<file path="config.mk">
export PLATFORM = sky130hd
export DESIGN_NAME = gpt_timer_unit
export DESIGN_NICKNAME = d
export VERILOG_FILES = /design/src/rtl/gpt_pkg.sv /design/src/rtl/gpt_sync_edge.sv /design/src/rtl/gpt_prescaler.sv /design/src/rtl/gpt_count_unit.sv /design/src/rtl/gpt_timer_unit.sv
export SDC_FILE = /design/constraint.sdc
export NUM_CORES = 1
export LEC_CHECK = 0
export ABC_AREA = 1
export BUFFER_PORTS_ARGS = -buffer_cell sky130_fd_sc_hd__buf_2
export CELL_PAD_IN_SITES_DETAIL_PLACEMENT = 1
export CELL_PAD_IN_SITES_GLOBAL_PLACEMENT = 2
export CORE_ASPECT_RATIO = 1.4
export CORE_MARGIN = 5
export CORE_UTILIZATION = 37
export DETAILED_ROUTE_END_ITERATION = 12
export GPL_TIMING_DRIVEN = 0
export PLACE_DENSITY_LB_ADDON = 0.1
export SYNTH_ARGS = -nofsm -noshare
export SYNTH_HDL_FRONTEND = slang
export SYNTH_SLANG_ARGS = --single-unit
</file>
<file path="constraint.sdc">
create_clock -name clk -period 9.3 [get_ports clk]
set_input_delay 1.395 -clock clk [delete_from_list [all_inputs] [get_ports clk]]
set_output_delay 1.395 -clock clk [all_outputs]
set_load 0.02 [all_outputs]
</file>
<file path="src/rtl/gpt_pkg.sv">
package gpt_pkg;

  localparam int PSEL_W = 4;

  typedef enum logic [1:0] {
    MODE_TIMER   = 2'd0,
    MODE_EVENT   = 2'd1,
    MODE_CAPTURE = 2'd2,
    MODE_RELOAD  = 2'd3
  } mode_e;

  // packed MSB first: bit 8 pin-direction enable ... bits 3:0 prescale select
  typedef struct packed {
    logic              pin_dir;
    logic              down;
    logic              run;
    mode_e             mode;
    logic [PSEL_W-1:0] psel;
  } ctrl_t;

  localparam int CTRL_W = $bits(ctrl_t);

endpackage

</file>
<file path="src/rtl/gpt_sync_edge.sv">
module gpt_sync_edge #(
  parameter int WIDTH = 1
) (
  input  logic             clk,
  input  logic             rst,
  input  logic [WIDTH-1:0] pin,
  output logic [WIDTH-1:0] level,
  output logic [WIDTH-1:0] rise
);

  logic [WIDTH-1:0] meta_q, sync_q, prev_q;

  always_ff @(posedge clk) begin
    if (rst) begin
      meta_q <= '0;
      sync_q <= '0;
      prev_q <= '0;
    end else begin
      meta_q <= pin;
      sync_q <= meta_q;
      prev_q <= sync_q;
    end
  end

  assign level = sync_q;
  assign rise  = sync_q & ~prev_q;

endmodule

</file>
<file path="src/rtl/gpt_prescaler.sv">
module gpt_prescaler #(
  parameter int N_MIN = 2,
  parameter int N_MAX = 12,
  parameter int UNITS = 3
) (
  input  logic                                clk,
  input  logic                                rst,
  input  logic [UNITS-1:0][gpt_pkg::PSEL_W-1:0] psel,
  output logic [UNITS-1:0]                    tick
);

  logic [N_MAX-1:0] ring_q;

  always_ff @(posedge clk) begin
    if (rst) ring_q <= '0;
    else     ring_q <= ring_q + N_MAX'(1);
  end

  for (genvar u = 0; u < UNITS; u++) begin : g_tick
    int               n_eff;
    logic [N_MAX-1:0] mask;

    always_comb begin
      if (int'(psel[u]) < N_MIN)      n_eff = N_MIN;
      else if (int'(psel[u]) > N_MAX) n_eff = N_MAX;
      else                            n_eff = int'(psel[u]);
      for (int b = 0; b < N_MAX; b++) mask[b] = (b < n_eff);
    end

    assign tick[u] = ((ring_q & mask) == mask);
  end

endmodule

</file>
<file path="src/rtl/gpt_count_unit.sv">
module gpt_count_unit
  import gpt_pkg::*;
#(
  parameter int W       = 16,
  parameter bit IS_CORE = 1'b0
) (
  input  logic         clk,
  input  logic         rst,
  input  logic         tick,
  input  logic         ev_rise,
  input  logic         dir_lvl,
  input  logic         wr_val,
  input  logic         wr_ctrl,
  input  logic [W-1:0] wdata,
  input  logic         load_en,
  input  logic [W-1:0] load_val,
  input  logic [W-1:0] cap_src,
  output logic [W-1:0] val,
  output ctrl_t        ctrl,
  output logic         wrap,
  output logic         cap_evt
);

  logic step;
  logic going_down;
  logic at_edge;

  always_comb begin
    step = 1'b0;
    if (ctrl.run) begin
      case (ctrl.mode)
        MODE_TIMER: step = tick;
        MODE_EVENT: step = ev_rise;
        default:    step = IS_CORE ? tick : 1'b0;
      endcase
    end
  end

  assign going_down = ctrl.pin_dir ? dir_lvl : ctrl.down;
  assign at_edge    = going_down ? (val == '0) : (val == '1);
  assign wrap       = step & at_edge & ~wr_val;
  assign cap_evt    = !IS_CORE && ctrl.run && (ctrl.mode == MODE_CAPTURE)
                      && ev_rise && !wr_val;

  always_ff @(posedge clk) begin
    if (rst) begin
      val  <= '0;
      ctrl <= '0;
    end else begin
      if (wr_ctrl) ctrl <= ctrl_t'(wdata[CTRL_W-1:0]);
      if (wr_val)       val <= wdata;
      else if (load_en) val <= load_val;
      else if (cap_evt) val <= cap_src;
      else if (step)    val <= going_down ? val - W'(1) : val + W'(1);
    end
  end

endmodule

</file>
<file path="src/rtl/gpt_timer_unit.sv">
module gpt_timer_unit
  import gpt_pkg::*;
#(
  parameter  int W     = 16,
  parameter  int N_MIN = 2,
  parameter  int N_MAX = 12,
  parameter  int N_AUX = 2,
  localparam int UNITS = N_AUX + 1,
  localparam int AW    = $clog2(2 * UNITS)
) (
  input  logic             clk,
  input  logic             rst,
  input  logic             wr_en,
  input  logic [AW-1:0]    addr,
  input  logic [W-1:0]     wdata,
  output logic [W-1:0]     rd_data,
  input  logic [UNITS-1:0] cnt_in,
  input  logic [UNITS-1:0] dir_in,
  output logic [UNITS-1:0] irq,
  output logic             toggle_out
);

  logic [UNITS-1:0]              cnt_lvl, cnt_rise, dir_lvl, dir_rise;
  logic [UNITS-1:0]              tick;
  logic [UNITS-1:0][PSEL_W-1:0]  psel_v;
  logic [UNITS-1:0]              wr_val, wr_ctrl;
  logic [UNITS-1:0]              wrap, cap_evt, evt;
  logic [UNITS-1:0]              rl_pick;
  logic                          rl_found, reload_fire;
  logic [W-1:0]                  rl_val, rd_mux;
  logic [W-1:0]                  val_q  [UNITS];
  ctrl_t                         ctrl_q [UNITS];

  gpt_sync_edge #(.WIDTH(UNITS)) u_cnt_sync (
    .clk(clk), .rst(rst), .pin(cnt_in), .level(cnt_lvl), .rise(cnt_rise));

  gpt_sync_edge #(.WIDTH(UNITS)) u_dir_sync (
    .clk(clk), .rst(rst), .pin(dir_in), .level(dir_lvl), .rise(dir_rise));

  gpt_prescaler #(.N_MIN(N_MIN), .N_MAX(N_MAX), .UNITS(UNITS)) u_presc (
    .clk(clk), .rst(rst), .psel(psel_v), .tick(tick));

  always_comb begin
    for (int u = 0; u < UNITS; u++) begin
      psel_v[u]  = ctrl_q[u].psel;
      wr_val[u]  = wr_en && (addr == AW'(2 * u));
      wr_ctrl[u] = wr_en && (addr == AW'(2 * u + 1));
    end
  end

  // lowest auxiliary index in reload mode is the reload source
  always_comb begin
    rl_pick  = '0;
    rl_found = 1'b0;
    rl_val   = '0;
    for (int u = 1; u < UNITS; u++) begin
      if (!rl_found && ctrl_q[u].run && ctrl_q[u].mode == MODE_RELOAD) begin
        rl_pick[u] = 1'b1;
        rl_found   = 1'b1;
        rl_val     = val_q[u];
      end
    end
  end

  assign reload_fire = wrap[0] & ~toggle_out & rl_found;

  for (genvar u = 0; u < UNITS; u++) begin : g_unit
    gpt_count_unit #(.W(W), .IS_CORE(u == 0)) u_cnt (
      .clk     (clk),
      .rst     (rst),
      .tick    (tick[u]),
      .ev_rise (cnt_rise[u]),
      .dir_lvl (dir_lvl[u]),
      .wr_val  (wr_val[u]),
      .wr_ctrl (wr_ctrl[u]),
      .wdata   (wdata),
      .load_en ((u == 0) ? reload_fire : 1'b0),
      .load_val(rl_val),
      .cap_src (val_q[0]),
      .val     (val_q[u]),
      .ctrl    (ctrl_q[u]),
      .wrap    (wrap[u]),
      .cap_evt (cap_evt[u])
    );

    if (u == 0) begin : g_core_evt
      assign evt[u] = wrap[u];
    end else begin : g_aux_evt
      assign evt[u] = wrap[u] | cap_evt[u] | (reload_fire & rl_pick[u]);
    end
  end

  always_comb begin
    rd_mux = '0;
    for (int u = 0; u < UNITS; u++) begin
      if (addr == AW'(2 * u))     rd_mux = val_q[u];
      if (addr == AW'(2 * u + 1)) rd_mux = {{(W-CTRL_W){1'b0}}, ctrl_q[u]};
    end
  end

  always_ff @(posedge clk) begin
    if (rst) begin
      irq        <= '0;
      toggle_out <= 1'b0;
      rd_data    <= '0;
    end else begin
      irq        <= evt;
      toggle_out <= toggle_out ^ wrap[0];
      rd_data    <= rd_mux;
    end
  end

  logic unused_ok;
  assign unused_ok = ^{cnt_lvl, dir_rise, cap_evt[0]};

endmodule

</file>
==> After elaboration in Yosys (flattened, before gate mapping) <==
Index checks and enable logic that the tools add are counted.
{ "op_classes": {"addsub": 7, "order_cmp": 42, "eq_ne": 18, "mux": 41, "bitwise": 24, "reduce_logical": 28} }
{ "op_table": {"columns": ["operator", "count"], "rows": [
  ["$lt 4x32->1 const A", 12],
  ["$lt 5x32->1 const A", 12],
  ["$mux 16", 19],
  ["$lt 3x32->1 const A", 6],
  ["$lt 1x32->1 const A", 3],
  ["$lt 2x32->1 const A", 3],
  ["$mux 32", 3],
  ["$add 16x1->16 const B", 3],
  ["$eq 16x16->1 const B", 3],
  ["$logic_not 16->1", 3],
  ["$sub 16x1->16 const B", 3],
  ["$and 12x12->12", 3],
  ["$eq 12x12->1", 3],
  ["$logic_and 1x1->1", 15],
  ["$mux 1", 13],
  ["$add 12x1->12 const B", 1],
  ["$gt 4x4->1 const B", 3],
  ["$lt 4x2->1 const B", 3],
  ["$mux 4", 3],
  ["$and 1x1->1", 10],
  ["$mux 9", 1],
  ["$reduce_bool 3->1", 3],
  ["$eq 2x2->1 const B", 4],
  ["$eq 2x1->1 const B", 3],
  ["13 further kinds", 25]
]} }
{ "word_totals": {"regBits": 122, "in_bits": 28, "output_inout_bits": 20, "wordCells": 188} }

==> Logic depth before layout (Yosys ltp) <==
Gate-level depths: netlist of the first run.
{ "logic_depth": {"ltp_word": 14, "ltp_mapped": 24, "depth_no_buf": 21} }

==> Modules after synthesis <==
A second synthesis of the first run with hierarchy kept.
{ "unflattened": {"cells_unflattened": 1716, "area_unflattened_um2": 10351.2} }
{ "modules_own_cells": {"columns": ["module", "instances", "cells_per_inst", "area_per_inst_um2", "seq_area_each_um2"], "rows": [
  ["gpt_count_unit at g_unit[2].u_cnt", 1, 422, 2511.2, 500.5],
  ["gpt_count_unit at g_unit[1].u_cnt", 1, 399, 2488.6, 500.5],
  ["gpt_count_unit at g_unit[0].u_cnt", 1, 392, 2265.9, 500.5],
  ["gpt_timer_unit", 1, 278, 1580.3, 400.4],
  ["gpt_prescaler", 1, 163, 964.7, 240.2],
  ["gpt_sync_edge", 2, 31, 270.3, 180.2]
]} }

==> Least setup slack after synthesis of the first run <==
Ideal clock, no wire load.
{ "synth_path": {"path_kind": "in2reg", "start": "input addr[0]", "end": "register g_unit[0].u_cnt.val[4]", "setup_ns": 0.070, "arrival_ns": 3.385, "t_required_ns": 9.230, "path_slack_ns": 5.844, "path_stages": 17, "path_buffers": 3, "cell_sequence": "nor2_2 > nand2_2 > nor2_4 > inv_2 > buf_2 > buf_2 > nand2_1 > nor2_1 > ha_1 > nand2_2 > inv_2 > buf_2 > a21oi_1 > o21ai_0 > a21oi_1 > nand2_1 > a21oi_1"} }
{ "synth_via": {"elab_chain_cells": 8, "word_cells_on_any_way": 9, "cone_classes": "mux: 2; bitwise: 4; reduce/logical: 3"} }
{ "synth_lines": {"columns": ["item", "line_no", "source"], "rows": [
  ["start: declaration", "gpt_timer_unit.sv:14", "input logic [AW-1:0] addr,"],
  ["$logic_not 3->1 (*)", "gpt_timer_unit.sv:46", "wr_val[u] = wr_en && (addr == AW'(2 * u));"],
  ["$logic_and 1x1->1 (*)", "gpt_timer_unit.sv:46", null],
  ["$not 1->1 (*)", "gpt_count_unit.sv:41", "assign wrap = step & at_edge & ~wr_val;"],
  ["$and 1x1->1 (*)", "gpt_count_unit.sv:41", null],
  ["net evt[0]", "gpt_timer_unit.sv:27", "logic [UNITS-1:0] wrap, cap_evt, evt;"],
  ["$and 1x1->1 (*) (2 in series)", "gpt_timer_unit.sv:65", "assign reload_fire = wrap[0] & ~toggle_out & rl_found;"],
  ["$mux 16", "gpt_count_unit.sv:52", "else if (load_en) val <= load_val;"],
  ["$mux 16", "gpt_count_unit.sv:51", "if (wr_val) val <= wdata;"],
  ["end signal: assignment", "gpt_count_unit.sv:51", null],
  ["end signal: assignment", "gpt_count_unit.sv:52", null],
  ["end signal: assignment", "gpt_count_unit.sv:53", "else if (cap_evt) val <= cap_src;"],
  ["end: declaration", "gpt_count_unit.sv:18", "output logic [W-1:0] val,"]
]} }
The timed path passes the listed nets; every way through them passes the cells marked *.
A chain may end at the register's enable or synchronous reset.

==> Worst setup path after layout of the first run <==
{ "layout_path": {"start": "input addr[0]", "end": "register g_unit[0].u_cnt.val[15]"} }
The elaborated chain is that of the path after synthesis.

==> results of run 1 <==
layer usage:
metal / GRT usage [%] / share of wire [%] / vias up / wire length [µm]
met3: 3.56 / 4.0 / 117 / 1580
met1: 33.2 / 41 / 4900 / 16100
met2: 48.3 / 49 / 290 / 19300
met4: 14.7 / 6.0 / 0 / 2370
li1: - / - / 5117 / -
met5: 0 / 0 / - / 0
worst reg2reg max path: stages (launching register included):
cell and delay, ns:
dfxtp_1 0.35, o21ai_2 0.74, inv_1 0.22, nor3_1 0.28
nand3_1 0.10, o31ai_1 0.11, nand2_1 0.13, nor2_1 0.12
ha_1 0.23, nand2_2 0.24, inv_2 0.11, buf_2 0.23
o21ai_0 0.12, nor2_1 0.16, nor2_1 0.07, nand2_1 0.07
nand2_1 0.04, nand2_1 0.06, a21oi_1 0.05
worst min path at each step:
stage,to,depth (start not counted),slack (ns),from
finish,u_cnt_sync.level[1],2,0.40,u_cnt_sync.meta_q[1]
global route,u_cnt_sync.level[1],2,0.43,u_cnt_sync.meta_q[1]
CTS,u_cnt_sync.level[1],2,0.40,u_cnt_sync.meta_q[1]
detailed placement,u_dir_sync.level[2],2,0.40,u_dir_sync.meta_q[2]
global placement,u_dir_sync.level[0],2,0.39,u_dir_sync.meta_q[0]
floorplan,u_cnt_sync.level[0],2,0.39,u_cnt_sync.meta_q[0]
power by group through the flow:
stage	clock network [mW]	logic (mW)	registers (mW)
after detailed placement	0	0.213	0.574
after CTS	0.656	0.215	0.563
after global routing	0.679	0.241	0.565
after global placement	0	0.210	0.574
final	0.650	0.216	0.564
after floorplan	0	0.142	0.565
state kept, by name (all words and copies together) (netlist names), 3 cells and up:
register,flops
u_presc.ring_q,12
u_cnt_sync.meta_q,3
u_cnt_sync.prev_q,3
u_dir_sync.meta_q,3
irq,3
u_cnt_sync.level,3
g_unit.u_cnt.val,48
u_dir_sync.level,3
rd_data,16
g_unit.u_cnt.ctrl,27
stage by stage:
stage | setup slack (ns) | cell area, µm² | hold slack, ns | util (%) | power, mW
2_1_floorplan | 5.84 | 9290 | 0.388 | - | 0.707
3_3_place_gp | 4.37 | 9910 | 0.392 | 40.2 | 0.783
3_5_place_dp | 4.92 | 9930 | 0.396 | 40.3 | 0.788
4_1_cts | 5.38 | 10500 | 0.403 | 42.5 | 1.43
5_1_grt | 5.15 | 10500 | 0.429 | 42.5 | 1.49
6_report | 5.37 | 10500 | 0.398 | 42.5 | 1.43
cell families (layout without fill, tap and decap cells):
kind of cell,count (synthesis),in the layout,synth area share [%]
compound gates,314,314,18.8
buf+inv,271,350,11.9
simple gates,740,740,34.9
xor+xnor,16,16,1.51
fa+ha+maj,47,47,6.57
flops,122,122,26.3
layout by cell type (no fill, tap or decap), types with 10 or more instances in the layout:
cell and n:
o22ai_1 20, nand2_1 349, xor2_1 15, a21oi_1 126, o21ai_0 112, inv_2 20, clkbuf_1 22, nor2_1 184
ha_1 44, nand3_1 104, nand4_1 39, nor4_1 10, clkbuf_16 17, o221ai_1 14, dfxtp_1 122, inv_1 203
nor3_1 19, buf_2 60
cell type report:
type                            count  area share (%)
Clock buffer                       19            4.22
Buffer                             47            2.50
Tap cell                          315            3.76
Multi-Input combinational cell   1117            54.8
Timing Repair Buffer               47            2.34
Inverter                          224            8.04
Sequential cell                   122            23.3
Clock inverter                     13            1.12
==> summary.txt, run 1 <==
CP startpoint -> addr[0]
final setup violation count -> 0
die width -> 144 µm
top cells by count, synth -> 349 x nand2_1, 203 x inv_1, 184 x nor2_1, 126 x a21oi_1, 122 x dfxtp_1
Post-CTS Resized -> 0
Leakage -> 5.09 nW
grt ovf -> 0
Yosys warnings -> 0
ranking of synthesized cells by area -> dfxtp_1 26%, nand2_1 14%, inv_1 8.2%, nor2_1 7.4%, a21oi_1 6.8%
postcts setup bufs -> 0
#FFs+latches synth -> 122
Layout area overhead -> 13.0%
Internal Power -> 985 µW
top_reg_cell synth -> dfxtp_1
share of cells above drive strength 1 -> 10.0%
Critical Path End Type -> register
CTS tree -> built
vias per inst -> 5.47
antenna violations before repair -> 0
Synth cell types -> 49
Buf/Inv on CP -> 5
Max-Cap Viols -> 0
Flop pwr share -> 39.4%
Worst Hold Class -> register to register
H-Tree Depth -> 4
clock buffer depth -> 2
run status -> finished clean
unrepaired setup endpoints after global routing -> no
worst reg2reg path endpoint -> g_unit[0].u_cnt.val[8]
Final TNS setup -> 0 ns
ys async rst share -> 0%
R2R Path Start -> g_unit[0].u_cnt.ctrl[8]
Critical Path Start Type -> input port
Iter 0 DRT Violations -> 529
footprint of the multi-input gates -> 5750 µm²
first-pass GRT wire length -> 60400 µm
fmax -> 254 MHz
Max IR drop VDD -> 149 µV
Sw Ratio -> 31.1%
Layout Cells excl Fill -> 1904
crit path max fanout -> 10
GPL Wtd Cong -> 1.02
remaining antenna violation count -> 0
Syn Area/Cell -> 6.15 µm²
Layout Skew -> 0.00874 ns
initial core utilization -> 37.6%
worst-margin pin slew -> 0.920 ns
Largest stage delay, worst path -> 0.49 ns
CTS Root Cell -> clkbuf_16
dpl cells -> 1872
switching power -> 445 µW
crit path cell chain -> buf_2, nor2_2, nand2_2, nor2_4, inv_2, buf_2, buf_2, nand2_1, nor2_1, ha_1, nand2_2, clkbuf_1, nand3_1, nand2_1, nand2_1, nand2_1, a21oi_1
Mapped Area -> 9290 µm²
minimum clock period -> 3.93 ns
TritonCTS Buffers -> 17
Buffers on Ports -> 46
DIE HEIGHT -> 197 µm
most frequent cell after synthesis -> nand2_1
R2R setup slack -> 5.72 ns
Rows -> 68
cell mode on critical path -> nand2_1
WP data required -> 9.61 ns
vias in the first global route -> 10.5k
Synth area leader -> dfxtp_1
Post-DP HPWL -> 31700 µm
Sink Count -> 122
Post-CTS Hold Buffers -> 0
CORE AREA -> 24700 µm²
Worst path slowest cell -> clkbuf_1
WP depth -> 17
clock power share -> 45.5%
number of remaining DRC errors -> 0
antenna cells -> 0
crit-path leading delay family -> simple AND/OR/NAND/NOR gates
CP endpoint -> g_unit[0].u_cnt.val[15]
worst skew pair latency -> 0.44 ns
Max Slew Vio Count -> 0
largest net degree at the start of global routing -> 18
first-pass detailed-route iteration total -> 6
fillcell total -> 3377
clock slew at reported path FFs -> 0.06 ns
Final Hold Violating Endpoints -> 0
EDFF count, synth -> 0
Synth Instances -> 1510
r2r worst-path depth -> 18
post-synth top area share -> 26.3%
Critical Path AT -> 4.24 ns
PwrDens -> 136 nW/µm²
total wire length -> 39400 µm
critical path class -> input port to register
Ports -> 48
gr usage total -> 27.9%
WL per Instance -> 20.7 µm
nets -> 1651
Vias -> 10.4k
Die ar. -> 28400 µm²
period utilisation layout -> 42.3%
Storage cell area -> 2440 µm²
worst rel slew slack -> 38.7%
Gate power share -> 15.1%
post-synthesis sequential area ratio -> 26.3%
syn_nets -> 1585
(Power assumes the default switching activity.)
==> run 2, diff against run 1 <==
--- a/config.mk
+++ b/config.mk
@@ -5,13 +5,13 @@
 export SDC_FILE = /design/constraint.sdc
 export NUM_CORES = 1
 export LEC_CHECK = 0
-export ABC_AREA = 1
+export ABC_AREA = 0
 export BUFFER_PORTS_ARGS = -buffer_cell sky130_fd_sc_hd__buf_2
 export CELL_PAD_IN_SITES_DETAIL_PLACEMENT = 1
 export CELL_PAD_IN_SITES_GLOBAL_PLACEMENT = 2
 export CORE_ASPECT_RATIO = 1.4
 export CORE_MARGIN = 5
-export CORE_UTILIZATION = 37
+export CORE_UTILIZATION = 33
 export DETAILED_ROUTE_END_ITERATION = 12
 export GPL_TIMING_DRIVEN = 0
 export PLACE_DENSITY_LB_ADDON = 0.1
==> constraint.sdc (replaced) <==
create_clock -name clk -period 3.3 [get_ports clk]
set_input_delay 0.495 -clock clk [delete_from_list [all_inputs] [get_ports clk]]
set_output_delay 0.495 -clock clk [all_outputs]
set_load 0.02 [all_outputs]
==> run 2 against run 1 <==
  * Setup slack lost 5.3 ns
  * Sequential power grew to 2.8 times the previous value
  * Worst hold slack lost 0.12 ns
  * Cell count shrank 21%
  * Critical path type is now register to register
  * Largest power group unchanged
==> summary.txt, run 2 <==
Syn Area/Cell -> 7.71 µm²
run status -> finished clean
Critical Path End Type -> register
Worst Hold Class -> input port to register
Max IR drop VDD -> 349 µV
CTS tree -> built
vias in the first global route -> 9091
Ports -> 48
switching power -> 1.06 mW
power after layout -> 4.13 mW
Critical Path Start Type -> register
Layout Skew -> 0.00922 ns
Gate power share -> 9.2%
TritonCTS Buffers -> 17
critical path class -> register to register
final setup violation count -> 0
Max Slew Vio Count -> 0
largest net degree at the start of global routing -> 17
ys async rst share -> 0%
CORE AREA -> 25200 µm²
gr usage total -> 27.2%
total wire length -> 39100 µm
Storage cell area -> 2450 µm²
worst-margin pin slew -> 1.30 ns
Flop pwr share -> 38.0%
Mapped Area -> 8350 µm²
PwrDens -> 411 nW/µm²
share of cells above drive strength 1 -> 14.6%
period utilisation layout -> 99.1%
Post-DP HPWL -> 29300 µm
Critical Path AT -> 3.64 ns
Buffers on Ports -> 44
Leakage -> 3.76 nW
number of remaining DRC errors -> 0
fillcell total -> 3089
registers with the most flip-flops -> g_unit.u_cnt.val (48), g_unit.u_cnt.ctrl (27), rd_data (16)
initial core utilization -> 33.1%
worst rel slew slack -> 12.8%
nets -> 1246
hold_ws -> 0.275 ns
vias per inst -> 5.97
Largest stage delay, worst path -> 0.43 ns
ranking of synthesized cells by area -> dfxtp_1 29%, a21oi_1 6.7%, ha_1 6.6%, nand2_1 6.5%, nor2_1 4.2%
crit path max fanout -> 5
first-pass GRT wire length -> 57600 µm
Sink Count -> 122
CTS Root Cell -> clkbuf_16
Rows -> 69
die width -> 144 µm
Post-CTS Hold Buffers -> 0
Final Hold Violating Endpoints -> 0
Iter 0 DRT Violations -> 452
Layout area overhead -> 20.4%
first-pass detailed-route iteration total -> 5
crit path cell chain -> mux2i_4, clkinvlp_4, buf_4, ha_2, a211oi_2, o21ai_2, a2111o_1, a311o_1, a41oi_2, nand2_1, a2111o_1, o21ai_2
max FFs per register -> 48
post-synthesis sequential area ratio -> 29.2%
H-Tree Depth -> 4
Die ar. -> 28600 µm²
most frequent cell after synthesis -> nand2_1
grt ovf -> 0
fmax -> 306 MHz
worst skew pair latency -> 0.44 ns
clock slew at reported path FFs -> 0.06 ns
remaining antenna violation count -> 0
Synth Instances -> 1083
Worst path slowest cell -> a2111o_1
Layout Cells excl Fill -> 1502
minimum clock period -> 3.27 ns
most frequent cells in the layout -> 144 x nand2_1, 117 x dfxtp_1, 110 x a21oi_1
#FFs+latches synth -> 122
footprint of the multi-input gates -> 5780 µm²
clock power share -> 52.8%
WP data required -> 3.67 ns
Synth area leader -> dfxtp_1
Internal Power -> 3.07 mW
WL per Instance -> 26.0 µm
post-synth top area share -> 29.2%
Reg with most FFs -> g_unit.u_cnt.val
DIE HEIGHT -> 198 µm
Yosys warnings -> 0
antenna cells -> 0
Sw Ratio -> 25.7%
syn_nets -> 1158
Synth cell types -> 75
GPL Wtd Cong -> 0.863
EDFF count, synth -> 0
top_reg_cell synth -> dfxtp_1
commonest non-fill, non-tap cell in the layout -> nand2_1
dpl cells -> 1446
unrepaired setup endpoints after global routing -> yes
top cells by count, synth -> 145 x nand2_1, 122 x dfxtp_1, 111 x a21oi_1, 94 x nor2_1, 50 x o21ai_0
antenna violations before repair -> 0
Vias -> 8969
Max-Cap Viols -> 0
clock buffer depth -> 2
==> run 2: cell count changes after synthesis, sizes merged, moves of 22 or more <==
cell,previous run,this run
inv,224,19
nor2b,0,26
nand2,361,145
nand4,39,17
o21ai,121,57
nor2,192,95
nand3,108,19
o211ai,6,32
clkbuf,22,46
==> run 2: worst paths after layout <==
path	from	endpoint	slack, ns	cells past startpoint
worst max register to register	g_unit[2].u_cnt.ctrl[8]	g_unit[2].u_cnt.val[13]	0.03	12
worst min register to register	u_presc.ring_q[0]	u_presc.ring_q[0]	0.43	1
worst max-delay path	g_unit[2].u_cnt.ctrl[8]	g_unit[2].u_cnt.val[13]	0.03	12
worst min-delay path	dir_in[2]	u_dir_sync.meta_q[2]	0.27	2
==> run 2: per-stage QoR <==
step                worst slack (ns)  util, %  TNS, ns  area (µm²)
floorplan                      0.116        -        0        8350
global placement               -1.03     35.6   -21.03        8970
detailed placement            -0.937     35.6   -21.99        8970
CTS                           0.0113     39.0        0        9830
global route                 -0.0661     39.9  -0.0776       10100
finish                        0.0293     39.9        0       10100
==> run 2: cells by family after synthesis <==
family	synth area share [%]
AO/OA/AOI/OAI	26.6
XOR/XNOR	4.61
adder cells (fa/ha/maj)	7.31
buffers and inverters	3.72
flip-flops	29.2
multiplexers	3.93
AND/OR/NAND/NOR	24.6
==> run 2: timing repair <==
action / 4_1_cts / 5_1_grt
setup buffers: 14 / 11
gates cloned: 0 / 1
endpoints found under the setup margin: 40 / 19
pin swaps: 1 / 13
resized for setup: 27 / 27
==> run 2: metal layers <==
layer	up-vias	global-route usage [%]	part of all wire, %
li1	4175	-	-
met1	4500	33.1	43
met2	210	47.4	50
met3	84	3.50	3.2
met4	0	11.7	4.1
met5	-	0	0
==> run 2: final cells by class <==
cell class	count	share of cell area, %
multi-input cells	884	57.5
flip-flops and latches	122	24.4
clock buffers	20	4.44
repair buffers	70	4.24
well taps	319	3.97
plain buffers	56	2.41
clock inverters	11	2.17
inverters	20	0.859
==> run 2: power by group through the flow <==
stage | Sequential, mW | Combinational, mW | Clock, mW
global placement | 1.60 | 0.360 | 0
floorplan | 1.57 | 0.218 | 0
CTS | 1.57 | 0.373 | 2.21
finish | 1.57 | 0.381 | 2.18
global route | 1.57 | 0.411 | 2.28
detailed placement | 1.60 | 0.363 | 0
==> run 2: worst max-delay path, delay by kind of cell (launching register included) <==
kind	cells	cell delay [ns]
AND/OR/NAND/NOR	1	0.10
AO/OA/AOI/OAI	7	1.93
flip-flops	1	0.37
buffers and inverters	2	0.32
multiplexers	1	0.29
adder cells (fa/ha/maj)	1	0.20
==> run 3, diff against run 2 <==
--- a/config.mk
+++ b/config.mk
@@ -11,10 +11,12 @@
 export CELL_PAD_IN_SITES_GLOBAL_PLACEMENT = 2
 export CORE_ASPECT_RATIO = 1.4
 export CORE_MARGIN = 5
-export CORE_UTILIZATION = 33
+export CORE_UTILIZATION = 34
 export DETAILED_ROUTE_END_ITERATION = 12
 export GPL_TIMING_DRIVEN = 0
 export PLACE_DENSITY_LB_ADDON = 0.1
+export REMOVE_ABC_BUFFERS = 1
 export SYNTH_ARGS = -nofsm -noshare
 export SYNTH_HDL_FRONTEND = slang
+export SYNTH_HIERARCHICAL = 1
 export SYNTH_SLANG_ARGS = --single-unit
==> run 3 against run 2 <==
  * Largest power group unchanged
  * Routed wire length shrank 2.8%
  * Sequential share of layout area down 1.5 points
  * Via count grew 6.0%
  * Global-route usage fell by 2.4 points
  * First-iteration DRC count grew 11%
  * Maximum frequency up 1.4%
==> summary.txt, run 3 <==
run status -> finished clean
most frequent cells in the layout -> 120 x nor2_1, 114 x dfxtp_1, 97 x nand2_1
critical path class -> register to register
DIE HEIGHT -> 206 µm
Syn Area/Cell -> 7.90 µm²
Post-CTS Hold Buffers -> 0
WL per Instance -> 23.8 µm
antenna violations before repair -> 0
Critical Path Start Type -> register
Layout area overhead -> 15.1%
clock slew at reported path FFs -> 0.06 ns
vias in the first global route -> 9699
footprint of the multi-input gates -> 6630 µm²
share of cells above drive strength 1 -> 14.7%
Max IR drop VDD -> 354 µV
Max-Cap Viols -> 0
unrepaired setup endpoints after global routing -> yes
worst rel slew slack -> 23.0%
Max Slew Vio Count -> 0
initial core utilization -> 34.2%
grt ovf -> 0
Worst Hold Class -> input port to register
commonest non-fill, non-tap cell in the layout -> nor2_1
die width -> 150 µm
TritonCTS Buffers -> 17
period utilisation layout -> 97.7%
Buf/Inv on CP -> 3
Layout Cells excl Fill -> 1593
Worst path slowest cell -> or3_1
remaining antenna violation count -> 0
number of remaining DRC errors -> 0
Synth Instances -> 1185
dpl cell area -> 9860 µm²
Rows -> 72
Layout Skew -> 0.00773 ns
crit path cell chain -> or3_1, a211oi_2, o221a_2, mux2_4, nand2_8, nor3_4, buf_12, ha_4, a21boi_4, buf_12, clkinvlp_4, a311oi_2, a21oi_1, nor4_1
cell mode on critical path -> buf_12
CTS Root Cell -> clkbuf_16
Critical Path AT -> 3.56 ns
Post-DP HPWL -> 28300 µm
Iter 0 DRT Violations -> 503
registers with the most flip-flops -> g_unit.u_cnt/val (48), g_unit.u_cnt/ctrl (27), rd_data (16)
Storage cell area -> 2470 µm²
final worst slack -> 0.0759 ns
crit-path leading delay family -> compound AO/OA/AOI/OAI gates
GPL Wtd Cong -> 0.847
minimum clock period -> 3.22 ns
first-pass detailed-route iteration total -> 4
max FFs per register -> 48
Critical Path End Type -> register
vias per inst -> 5.97
fillcell total -> 3366
final setup violation count -> 0
antenna cells -> 0
dpl cells -> 1545
Setup WS pre-CTS -> -1.05 ns
fmax -> 310 MHz
Ports -> 48
Largest stage delay, worst path -> 0.39 ns
worst skew pair latency -> 0.43 ns
Buffers on Ports -> 47
Final Hold Violating Endpoints -> 0
CORE AREA -> 27400 µm²
nets -> 1285
CTS tree -> built
H-Tree Depth -> 4
R2R setup slack -> 0.08 ns
gr usage total -> 24.8%
WP data required -> 3.64 ns
Die ar. -> 31000 µm²
PwrDens -> 372 nW/µm²
first-pass GRT wire length -> 58500 µm
Mapped Area -> 9360 µm²
Vias -> 9504
Reg with most FFs -> g_unit.u_cnt/val
final instance area -> 10800 µm²
Leakage -> 3.98 nW
Sink Count -> 122
Util after Layout -> 39.3%
Yosys warnings -> 6
largest net degree at the start of global routing -> 76
total wire length -> 38000 µm
crit path max fanout -> 7
clock buffer depth -> 2
hold_ws -> 0.270 ns
worst-margin pin slew -> 1.15 ns
-- run 3: layer usage --
layer	GRT usage, %	share of wire, %	up-vias
met1	30.0	43	4759
met3	3.03	2.8	68
met2	43.8	50	177
met4	10.4	4.4	0
li1	-	-	4500
met5	0	0	-
-- run 3: final cells by class --
class | count | area share (%)
Multi-Input combinational cell | 969 | 61.5
Timing Repair inverter | 1 | 0.0697
Clock buffer | 17 | 3.95
Tap cell | 370 | 4.30
Sequential cell | 122 | 22.9
Clock inverter | 15 | 1.51
Inverter | 31 | 1.11
Timing Repair Buffer | 68 | 4.64
-- run 3: path summary, 6_finish.rpt --
check | startpoint | endpoint | depth (start not counted)
worst max register to register | g_unit[0].u_cnt/ctrl[1] | g_unit[0].u_cnt/val[15] | 14
worst min register to register | u_cnt_sync/meta_q[0] | u_cnt_sync/level[0] | 1
worst min-delay path | cnt_in[0] | u_cnt_sync/meta_q[0] | 2
worst max-delay path | g_unit[0].u_cnt/ctrl[1] | g_unit[0].u_cnt/val[15] | 14
-- run 3: worst register-to-register path: stages, from the launching register on --
cell        delay, ns
dfxtp_1          0.38
or3_1            0.39
a211oi_2         0.18
o221a_2          0.26
mux2_4           0.21
nand2_8          0.06
nor3_4           0.15
buf_12           0.14
ha_4             0.15
a21boi_4         0.28
buf_12           0.17
clkinvlp_4       0.17
a311oi_2         0.27
a21oi_1          0.06
nor4_1           0.25
-- run 3: stage by stage --
stage          setup TNS, ns  total power, mW
3_3_place_gp         -113.87             2.10
3_5_place_dp          -14.52             2.12
5_1_grt              -0.0708             4.18
6_report                   0             4.01
2_1_floorplan         -11.19             1.89
4_1_cts                    0             4.04
-- run 3: what timing repair did --
action                                  CTS  global route
gates cloned                              2             0
hold endpoints to repair                  0             0
setup buffers                            10             4
endpoints found under the setup margin   25            17
pin swaps                                 4             8
gates resized for setup                  25            18
-- run 3: power by group --
| part | internal [mW] | switching (mW) |
|---|---|---|
| combinational | 0.183 | 0.314 |
| sequential | 1.51 | 0.0840 |
| clock | 1.13 | 0.792 |
| total | 2.82 | 1.19 |
